`config.mk`:
```
export PLATFORM = sky130hd
export DESIGN_NAME = spi_cmd_rx
export DESIGN_NICKNAME = d
export VERILOG_FILES = /design/src/rtl/spi_cmd_pkg.sv /design/src/rtl/spi_cmd_sync.sv /design/src/rtl/spi_cmd_framer.sv /design/src/rtl/spi_cmd_regbank.sv /design/src/rtl/spi_cmd_rx.sv
export SDC_FILE = /design/constraint.sdc
export NUM_CORES = 1
export LEC_CHECK = 0
export BUFFER_PORTS_ARGS = -buffer_cell sky130_fd_sc_hd__buf_2
export CORE_MARGIN = 8
export CORE_UTILIZATION = 54
export CTS_BUF_LIST = sky130_fd_sc_hd__clkbuf_4
export CTS_CLUSTER_SIZE = 28
export DETAILED_ROUTE_END_ITERATION = 10
export HOLD_SLACK_MARGIN = 0.1
export PLACE_DENSITY = 0.75
export SLEW_MARGIN = 20
export SYNTH_ARGS = -nofsm -noshare
export SYNTH_HDL_FRONTEND = slang
export SYNTH_HIERARCHICAL = 1
export SYNTH_SLANG_ARGS = --single-unit
```
`constraint.sdc`:
```
create_clock -name clk -period 2.64 [get_ports clk]
set_input_delay 0.528 -clock clk [delete_from_list [all_inputs] [get_ports clk]]
set_output_delay 0.528 -clock clk [all_outputs]
set_load 0.005 [all_outputs]
```
`src/rtl/spi_cmd_pkg.sv`:
```
package spi_cmd_pkg;
   localparam int unsigned FRAME_BITS_DEF = 16;
   localparam int unsigned CMD_BITS_DEF   = 4;

   typedef enum logic [1:0] {
      FR_IDLE = 2'd0,
      FR_GOOD = 2'd1,
      FR_BAD  = 2'd2
   } frame_ev_e;
endpackage

```
`src/rtl/spi_cmd_sync.sv`:
```
module spi_cmd_sync #(
   parameter int unsigned WIDTH  = 1,
   parameter int unsigned STAGES = 2,
   parameter logic [WIDTH-1:0] RST_VAL = '0
) (
   input  logic             clk,
   input  logic             rst_n,
   input  logic [WIDTH-1:0] d_i,
   output logic [WIDTH-1:0] q_o
);
   if (STAGES < 2) begin : g_bad_stages
      $error("spi_cmd_sync: STAGES must be at least 2");
   end

   logic [WIDTH-1:0] chain_q [STAGES];

   for (genvar s = 0; s < STAGES; s++) begin : g_stage
      always_ff @(posedge clk or negedge rst_n) begin
         if (!rst_n) begin
            chain_q[s] <= RST_VAL;
         end else if (s == 0) begin
            chain_q[s] <= d_i;
         end else begin
            chain_q[s] <= chain_q[(s == 0) ? 0 : s-1];
         end
      end
   end

   assign q_o = chain_q[STAGES-1];
endmodule

```
`src/rtl/spi_cmd_framer.sv`:
```
module spi_cmd_framer
   import spi_cmd_pkg::*;
#(
   parameter int unsigned FRAME_W = FRAME_BITS_DEF,
   parameter int unsigned CMD_W   = CMD_BITS_DEF,
   localparam int unsigned DATA_W = FRAME_W - CMD_W,
   localparam int unsigned CNT_W  = $clog2(FRAME_W + 2)
) (
   input  logic              clk,
   input  logic              rst_n,
   input  logic              sck_s,
   input  logic              mosi_s,
   input  logic              cs_n_s,
   output frame_ev_e         ev_o,
   output logic [CMD_W-1:0]  cmd_o,
   output logic [DATA_W-1:0] data_o
);
   localparam logic [CNT_W-1:0] CNT_FULL = CNT_W'(FRAME_W);
   localparam logic [CNT_W-1:0] CNT_OVER = CNT_W'(FRAME_W + 1);

   if (CMD_W == 0 || CMD_W >= FRAME_W) begin : g_bad_split
      $error("spi_cmd_framer: CMD_W must lie between 1 and FRAME_W-1");
   end

   logic               sck_q, csn_q;
   logic [FRAME_W-1:0] shreg_q;
   logic [CNT_W-1:0]   cnt_q;
   logic               sck_rise, cs_release;

   assign sck_rise   = sck_s & ~sck_q;
   assign cs_release = cs_n_s & ~csn_q;

   always_ff @(posedge clk or negedge rst_n) begin
      if (!rst_n) begin
         sck_q   <= 1'b0;
         csn_q   <= 1'b1;
         shreg_q <= '0;
         cnt_q   <= '0;
         ev_o    <= FR_IDLE;
         cmd_o   <= '0;
         data_o  <= '0;
      end else begin
         sck_q <= sck_s;
         csn_q <= cs_n_s;
         ev_o  <= FR_IDLE;
         if (cs_n_s) begin
            shreg_q <= '0;
            cnt_q   <= '0;
            if (cs_release) begin
               if (cnt_q == CNT_FULL) begin
                  ev_o   <= FR_GOOD;
                  cmd_o  <= shreg_q[FRAME_W-1 -: CMD_W];
                  data_o <= shreg_q[DATA_W-1:0];
               end else begin
                  ev_o <= FR_BAD;
               end
            end
         end else if (sck_rise) begin
            shreg_q <= {shreg_q[FRAME_W-2:0], mosi_s};
            if (cnt_q != CNT_OVER) cnt_q <= cnt_q + 1'b1;
         end
      end
   end

   // the counter never leaves its saturating range
   p_cnt_bound_r8: assert property (@(posedge clk) disable iff (!rst_n)
      cnt_q <= CNT_OVER);
   // a frame begins from an empty counter once chip select has been high
   p_cnt_idle_r8: assert property (@(posedge clk) disable iff (!rst_n)
      (cs_n_s && csn_q) |=> (cnt_q == '0));
   // a word event lasts one cycle
   p_event_single_r7: assert property (@(posedge clk) disable iff (!rst_n)
      (ev_o != FR_IDLE) |=> (ev_o == FR_IDLE));
endmodule

```
`src/rtl/spi_cmd_regbank.sv`:
```
module spi_cmd_regbank
   import spi_cmd_pkg::*;
#(
   parameter int unsigned CMD_W     = CMD_BITS_DEF,
   parameter int unsigned DATA_W    = FRAME_BITS_DEF - CMD_BITS_DEF,
   parameter int unsigned NUM_REGS  = 3,
   parameter int unsigned BASE_CODE = 1
) (
   input  logic                       clk,
   input  logic                       rst_n,
   input  frame_ev_e                  ev_i,
   input  logic [CMD_W-1:0]           cmd_i,
   input  logic [DATA_W-1:0]          data_i,
   output logic [NUM_REGS*DATA_W-1:0] regs_o,
   output logic                       err_o
);
   if (BASE_CODE + NUM_REGS > (1 << CMD_W)) begin : g_bad_map
      $error("spi_cmd_regbank: register codes exceed the command space");
   end

   logic [NUM_REGS-1:0] hit;

   for (genvar i = 0; i < NUM_REGS; i++) begin : g_reg
      localparam logic [CMD_W-1:0] CODE = CMD_W'(BASE_CODE + i);
      assign hit[i] = (ev_i == FR_GOOD) && (cmd_i == CODE);
      always_ff @(posedge clk or negedge rst_n) begin
         if (!rst_n) regs_o[i*DATA_W +: DATA_W] <= '0;
         else if (hit[i]) regs_o[i*DATA_W +: DATA_W] <= data_i;
      end
   end

   always_ff @(posedge clk or negedge rst_n) begin
      if (!rst_n) err_o <= 1'b0;
      else if (ev_i == FR_BAD) err_o <= 1'b1;
   end

   // an unknown code leaves the bank untouched
   p_unknown_hold_r5: assert property (@(posedge clk) disable iff (!rst_n)
      ((ev_i == FR_GOOD) && (hit == '0)) |=> $stable(regs_o));
   // a bad frame writes nothing
   p_bad_nowrite_r6: assert property (@(posedge clk) disable iff (!rst_n)
      (ev_i == FR_BAD) |=> $stable(regs_o));
   // the error flag is sticky
   p_err_sticky_r6: assert property (@(posedge clk) disable iff (!rst_n)
      err_o |=> err_o);
   // mode register takes the operand
   p_mode_write_r3: assert property (@(posedge clk) disable iff (!rst_n)
      hit[0] |=> (regs_o[DATA_W-1:0] == $past(data_i)));
   // at most one register is addressed per word
   p_one_target_r4: assert property (@(posedge clk) disable iff (!rst_n)
      $onehot0(hit));
endmodule

```
`src/rtl/spi_cmd_rx.sv`:
```
module spi_cmd_rx
   import spi_cmd_pkg::*;
#(
   parameter int unsigned FRAME_W     = FRAME_BITS_DEF,
   parameter int unsigned CMD_W       = CMD_BITS_DEF,
   parameter int unsigned NUM_REGS    = 3,
   parameter int unsigned BASE_CODE   = 1,
   parameter int unsigned SYNC_STAGES = 2,
   localparam int unsigned DATA_W     = FRAME_W - CMD_W
) (
   input  logic                       clk,
   input  logic                       rst_n,
   input  logic                       sck_i,
   input  logic                       mosi_i,
   input  logic                       cs_n_i,
   output logic [NUM_REGS*DATA_W-1:0] reg_file_o,
   output logic                       frame_err_o,
   output logic                       word_stb_o
);
   logic [2:0]        pins_s;
   frame_ev_e         ev;
   logic [CMD_W-1:0]  cmd;
   logic [DATA_W-1:0] data;

   spi_cmd_sync #(.WIDTH(3), .STAGES(SYNC_STAGES), .RST_VAL(3'b100)) u_sync (
      .clk(clk), .rst_n(rst_n),
      .d_i({cs_n_i, mosi_i, sck_i}), .q_o(pins_s));

   spi_cmd_framer #(.FRAME_W(FRAME_W), .CMD_W(CMD_W)) u_framer (
      .clk(clk), .rst_n(rst_n),
      .sck_s(pins_s[0]), .mosi_s(pins_s[1]), .cs_n_s(pins_s[2]),
      .ev_o(ev), .cmd_o(cmd), .data_o(data));

   spi_cmd_regbank #(.CMD_W(CMD_W), .DATA_W(DATA_W), .NUM_REGS(NUM_REGS),
                     .BASE_CODE(BASE_CODE)) u_bank (
      .clk(clk), .rst_n(rst_n), .ev_i(ev), .cmd_i(cmd), .data_i(data),
      .regs_o(reg_file_o), .err_o(frame_err_o));

   assign word_stb_o = (ev == FR_GOOD);

   // a strobe only follows a chip-select release
   p_stb_after_release_r7: assert property (@(posedge clk) disable iff (!rst_n)
      word_stb_o |-> pins_s[2]);
   // a framing error only rises with a discarded frame
   p_err_cause_r6: assert property (@(posedge clk) disable iff (!rst_n)
      $rose(frame_err_o) |-> !word_stb_o);
endmodule

```
==> results of run 1 <==
-- metrics by stage --
stage	power (mW)	worst slack, ns
5_1_grt	2.37	0.726
3_3_place_gp	1.39	0.887
2_1_floorplan	1.35	1.05
3_5_place_dp	1.39	0.842
4_1_cts	2.29	0.821
6_report	2.27	0.836
-- timing repair --
action | 4_1_cts | 5_1_grt
hold endpoints to repair | 34 | 0
hold buffers | 1 | 0
resized for setup | 0 | 0
-- power by group through the flow --
stage	sequential (mW)	combinational [mW]	clock, mW
floorplan	1.33	0.0269	0
finish	1.31	0.0521	0.903
global route	1.31	0.0616	0.992
global placement	1.34	0.0516	0
detailed placement	1.34	0.0534	0
CTS	1.31	0.0546	0.926
-- metal layers --
| layer | up-vias | GRT usage (%) | wire (µm) |
|---|---|---|---|
| met5 | - | 0 | 0 |
| met4 | 0 | 7.94 | 119 |
| met3 | 10 | 3.07 | 270 |
| met1 | 960 | 17.5 | 2520 |
| met2 | 36 | 21.9 | 2830 |
| li1 | 889 | - | - |
-- cell type report --
| type | count | area share (%) |
|---|---|---|
| Clock inverter | 7 | 2.99 |
| Tap cell | 77 | 2.50 |
| Inverter | 5 | 0.487 |
| Timing Repair Buffer | 45 | 6.49 |
| Sequential cell | 84 | 54.6 |
| Multi-Input combinational cell | 133 | 31.2 |
| Clock buffer | 9 | 1.75 |
-- worst paths after layout --
check | slack (ns) | end | cells past startpoint | from
worst max-delay path | 0.84 | u_bank/regs_o[13] | 3 | u_framer/ev_o[1]
worst min-delay path | 0.20 | u_sync/chain_q[5] | 1 | cs_n_i
worst max register to register | 0.84 | u_bank/regs_o[13] | 3 | u_framer/ev_o[1]
worst min register to register | 0.36 | u_sync/q_o[1] | 0 | u_sync/chain_q[4]
max in group asynchronous | 1.42 | u_framer/data_o[1] | 3 | rst_n
min in group asynchronous | 0.61 | u_bank/regs_o[19] | 2 | rst_n
-- critical path, stage by stage (launching register included) --
cell	delay, ns
dfrtp_1	0.46
nor4b_4	0.39
nand3b_2	0.42
mux2_4	0.42
-- placed cells by master, fill, tap and decap left out, types with 5 or more instances in the layout --
master / netlist / final
mux2_4: 29 / 29
nand2_1: 33 / 33
mux2_2: 24 / 24
buf_2: 3 / 41
inv_1: 5 / 5
clkbuf_4: 0 / 9
a21oi_1: 18 / 18
dfrtp_1: 81 / 81
-- registers in the layout, summed over array words and instances, names as in the netlist --
register	count
u_bank/err_o	1
u_bank/regs_o	36
u_framer/cmd_o	4
u_framer/cnt_q	5
u_framer/csn_q	1
u_framer/data_o	12
u_framer/ev_o	2
u_framer/sck_q	1
u_framer/shreg_q	16
u_sync/chain_q	3
u_sync/q_o	3
-- cells by family after synthesis --
logic type	synth area share, %
muxes	20.6
AOI/OAI and AO/OA	3.58
adders and majority gates	1.10
DFF	61.5
buffers and inverters	3.40
and+or+nand+nor	9.57
xor gates and xnor gates	0.256
==> impl_metrics.ini, run 1 <==
[status]
status = finished, final reports clean

[cts]
clockBufferDepth = 2
cts_made_buffers = 9
cts.clk_slew.worst_paths_ns = 0.13
clock_latency_ns = 0.41
root_buffer = clkbuf_4
cts_tree = done
htreeDepth = 3
cts_setup_buffers = 0
clkSinkCount = 84

[logic_synthesis]
synth_common_cells = dfrtp_1, nand2_1, mux2_4
yosys-top-cells-area = dfrtp_1, mux2_4, mux2_2
syn-num-nets = 244
synth_top_area_share_pct = 59.2
syn_area_um2 = 3420
syn_avg_cell_area_um2 = 14.5
yosys_warnings = 6
synth_top_area_cell = dfrtp_1
synth_edf_count = 0
ys_ff_latch = 84
ys_types = 34
netlist_instances = 236
yosysMostFrequentCell = dfrtp_1
synth-async-reset-ratio_pct = 100
ys_seq_area_share_pct = 61.5
synth_ff_type = dfrtp_1

[timing]
fin_setup_tns_ns = 0
whs_ns = 0.196
worstMarginPinSlew_ns = 0.494
fmax_ghz = 0.554
rsz0062_at_grt = false
finalHoldViolCount = 0
finalMaxSlewViolations = 0
timing.final.crit_share_pct = 68.3
min_period_ns = 1.80
slew_headroom_pct = 67.1
setup_violations = 0
fin_skew_ns = 0.0107

[worst_setup_path]
end_kind = flop
arrival_ns = 2.11
start_kind = flop
worstPathRequired_ns = 2.95
worst-path-max-fanout = 12
critPathKind = reg2reg

[pwr]
swShare_pct = 21.1
combinationalPowerShare_pct = 2.3
clock_power_share_pct = 39.8
p_int_mw = 1.79
p_sw_uw = 478
seqPwrFrac_pct = 57.9
peakVddDrop_uv = 337
leakagePower_nw = 2.04
pwr_density_cell_nw_per_um2 = 588

[floorplanning]
num_io_pins = 43
dieWidth_um = 95.6
initial_core_util_pct = 54.9
die_h_um = 95.6
die-area_um2 = 9150
rows = 29
core_um2 = 6240

[worst_hold_path]
hold_path_class = in2reg

[routing]
postRouteAntennaNets = 0
routed_wl_mm = 5.74
wl_per_cell_um = 15.9
drc = 0
vias_per_cell = 5.26
vias = 1895
drt_iter0_drc = 119
dr.pass1.iters = 4

[job]
maxCapViolations = 0

[global_route]
grt_overflow = 0
track_usage_pct = 14.0
grt_max_degree = 48
grt_antenna_before_repair = 0
grt_pass1_wl_mm = 9.74
grt_pass1_vias = 1954

[layout]
seq_area_um2 = 2110
synthToLayoutAreaGrowth_pct = 12.6
fin_area_um2 = 3860
multiInputGateArea_um2 = 1200
drive_gt1_share_pct = 44.5
fin_nets = 286
postLayoutCoreUtil_pct = 61.8
fill_cells = 490
n_antenna_cell = 0
layoutNonFillerInstCount = 360

[place]
dpl.hpwl_mm = 3.90
gp_congestion = 0.806
dp.cells = 343
dpl-instance-area_um2 = 3660
io_buffers = 42
(Power assumes the default switching activity.)
==> run 2, diff against run 1 <==
PLACE_DENSITY = 0.78   (was 0.75)
clock period = 1.6 ns   (was 2.64 ns; I/O delays follow)
==> run 2 against run 1 <==
  * Clock power increased by 83%
  * Setup slack got worse by 0.79 ns
  * Power increased by 73%
  * Largest cell class unchanged
  * Largest power group unchanged
==> impl_metrics.ini, run 2 (same netlist as run 1, synthesis figures left out) <==
[layout]
drive_gt1_share_pct = 46.8
synthToLayoutAreaGrowth_pct = 18.1
top_regs = u_bank/regs_o x36, u_framer/shreg_q x16, u_framer/data_o x12
fin_area_um2 = 4050
postLayoutCoreUtil_pct = 64.8
layoutNonFillerInstCount = 376
layout_commonest_cell = dfrtp_1
top_register = u_bank/regs_o
n_antenna_cell = 0
largest_reg_flops = 36
final_cell_mix = dfrtp_1, buf_2, nand2_1
fin_nets = 302

[cts]
cts_made_buffers = 9
cts.clk_slew.worst_paths_ns = 0.13
htreeDepth = 3
root_buffer = clkbuf_4
clock_latency_ns = 0.41
cts_tree = done
cts_setup_buffers = 0
clockBufferDepth = 2
cts_hold_repair.buffers = 4
clkSinkCount = 84
ctsResizeCount = 0

[timing]
fin_setup_tns_ns = 0
worstMarginPinSlew_ns = 0.343
finalHoldViolCount = 0
whs_ns = 0.344
fmax_ghz = 0.645
rsz0062_at_grt = false
slew_headroom_pct = 77.2
setup_violations = 0
timing.final.crit_share_pct = 96.9
min_period_ns = 1.55
worst_slack_ns = 0.0500
finalMaxSlewViolations = 0
fin_skew_ns = 0.0115

[global_route]
grt_overflow = 0
grt_antenna_before_repair = 0
grt_max_degree = 39
grt_pass1_vias = 2049
track_usage_pct = 14.5
grt_pass1_wl_mm = 10.1

[worst_setup_path]
r2r_cells = 6
worstPathRequired_ns = 1.90
worst-path-max-fanout = 17
critPathKind = reg2reg
start_kind = flop
end_kind = flop
arrival_ns = 1.85

[routing]
vias_per_cell = 5.27
drc = 0
dr.pass1.iters = 4
vias = 1980
routed_wl_mm = 6.10
drt_iter0_drc = 95
postRouteAntennaNets = 0
wl_per_cell_um = 16.2

[floorplanning]
core_um2 = 6240
die_h_um = 95.6
rows = 29
dieWidth_um = 95.6
initial_core_util_pct = 54.9
die-area_um2 = 9150
num_io_pins = 43

[pwr]
pwr_density_cell_nw_per_um2 = 969
leakagePower_nw = 2.15
peakVddDrop_uv = 654
p_total_mw = 3.92

[place]
pre_cts_slack_ns = 0.0518
dp.cells = 356
dpl.hpwl_mm = 4.13
io_buffers = 42
dpl-instance-area_um2 = 3800
gp_congestion = 0.787

[worst_hold_path]
hold_path_class = in2async

[status]
status = finished, final reports clean

[job]
maxCapViolations = 0
==> run 2: cell count changes in the layout (fill, tap and decap cells not counted) <==
cell	change
buf_4	+10
buf_12	+3
dlygate4sd3_1	+3
bufinv_16	+1
clkinv_1	-1
clkinv_2	+1
clkinvlp_4	-1
==> run 2: final cells by class <==
type / instances / area, µm²
fillers: 480 / 2200
flip-flops and latches: 84 / 2110
multi-input cells: 133 / 1200
repair buffers: 61 / 415
clock inverters: 7 / 139
well taps: 77 / 96.3
clock buffers: 9 / 67.6
inverters: 5 / 18.8
==> run 2: per-layer routing <==
layer	vias up	part of all wire (%)	global-route usage, %	wire length, µm
met2	41	49	23.7	3000
met5	-	0	0	0
li1	931	-	-	-
met1	995	44	17.1	2690
met4	0	1.9	8.58	115
met3	13	4.9	3.23	297
==> run 2: path summary, 6_finish.rpt <==
kind,start,to,slack [ns]
max reg2reg,u_framer/cnt_q[1],u_framer/cmd_o[0],0.05
min in group clk,u_sync/chain_q[4],u_sync/q_o[1],0.36
min,rst_n,u_bank/regs_o[9],0.34
max,u_framer/cnt_q[1],u_framer/cmd_o[0],0.05
max in group asynchronous,rst_n,u_framer/csn_q,0.63
min reg2reg,u_sync/chain_q[4],u_sync/q_o[1],0.36
==> run 2: critical path: stages, from the launching register on <==
cell and delay, ns:
dfrtp_1 0.40, inv_1 0.08, ha_1 0.14, and4bb_4 0.27, nand3b_4 0.09, buf_12 0.17, mux2_4 0.30
==> run 2: power breakdown <==
| part | switching (mW) | internal, mW | leakage (nW) |
|---|---|---|---|
| Clock | 0.703 | 0.946 | 0.110 |
| Combinational | 0.0789 | 0.0396 | 0.899 |
| Sequential | 0.00989 | 2.14 | 1.14 |
| Total | 0.792 | 3.13 | 2.15 |
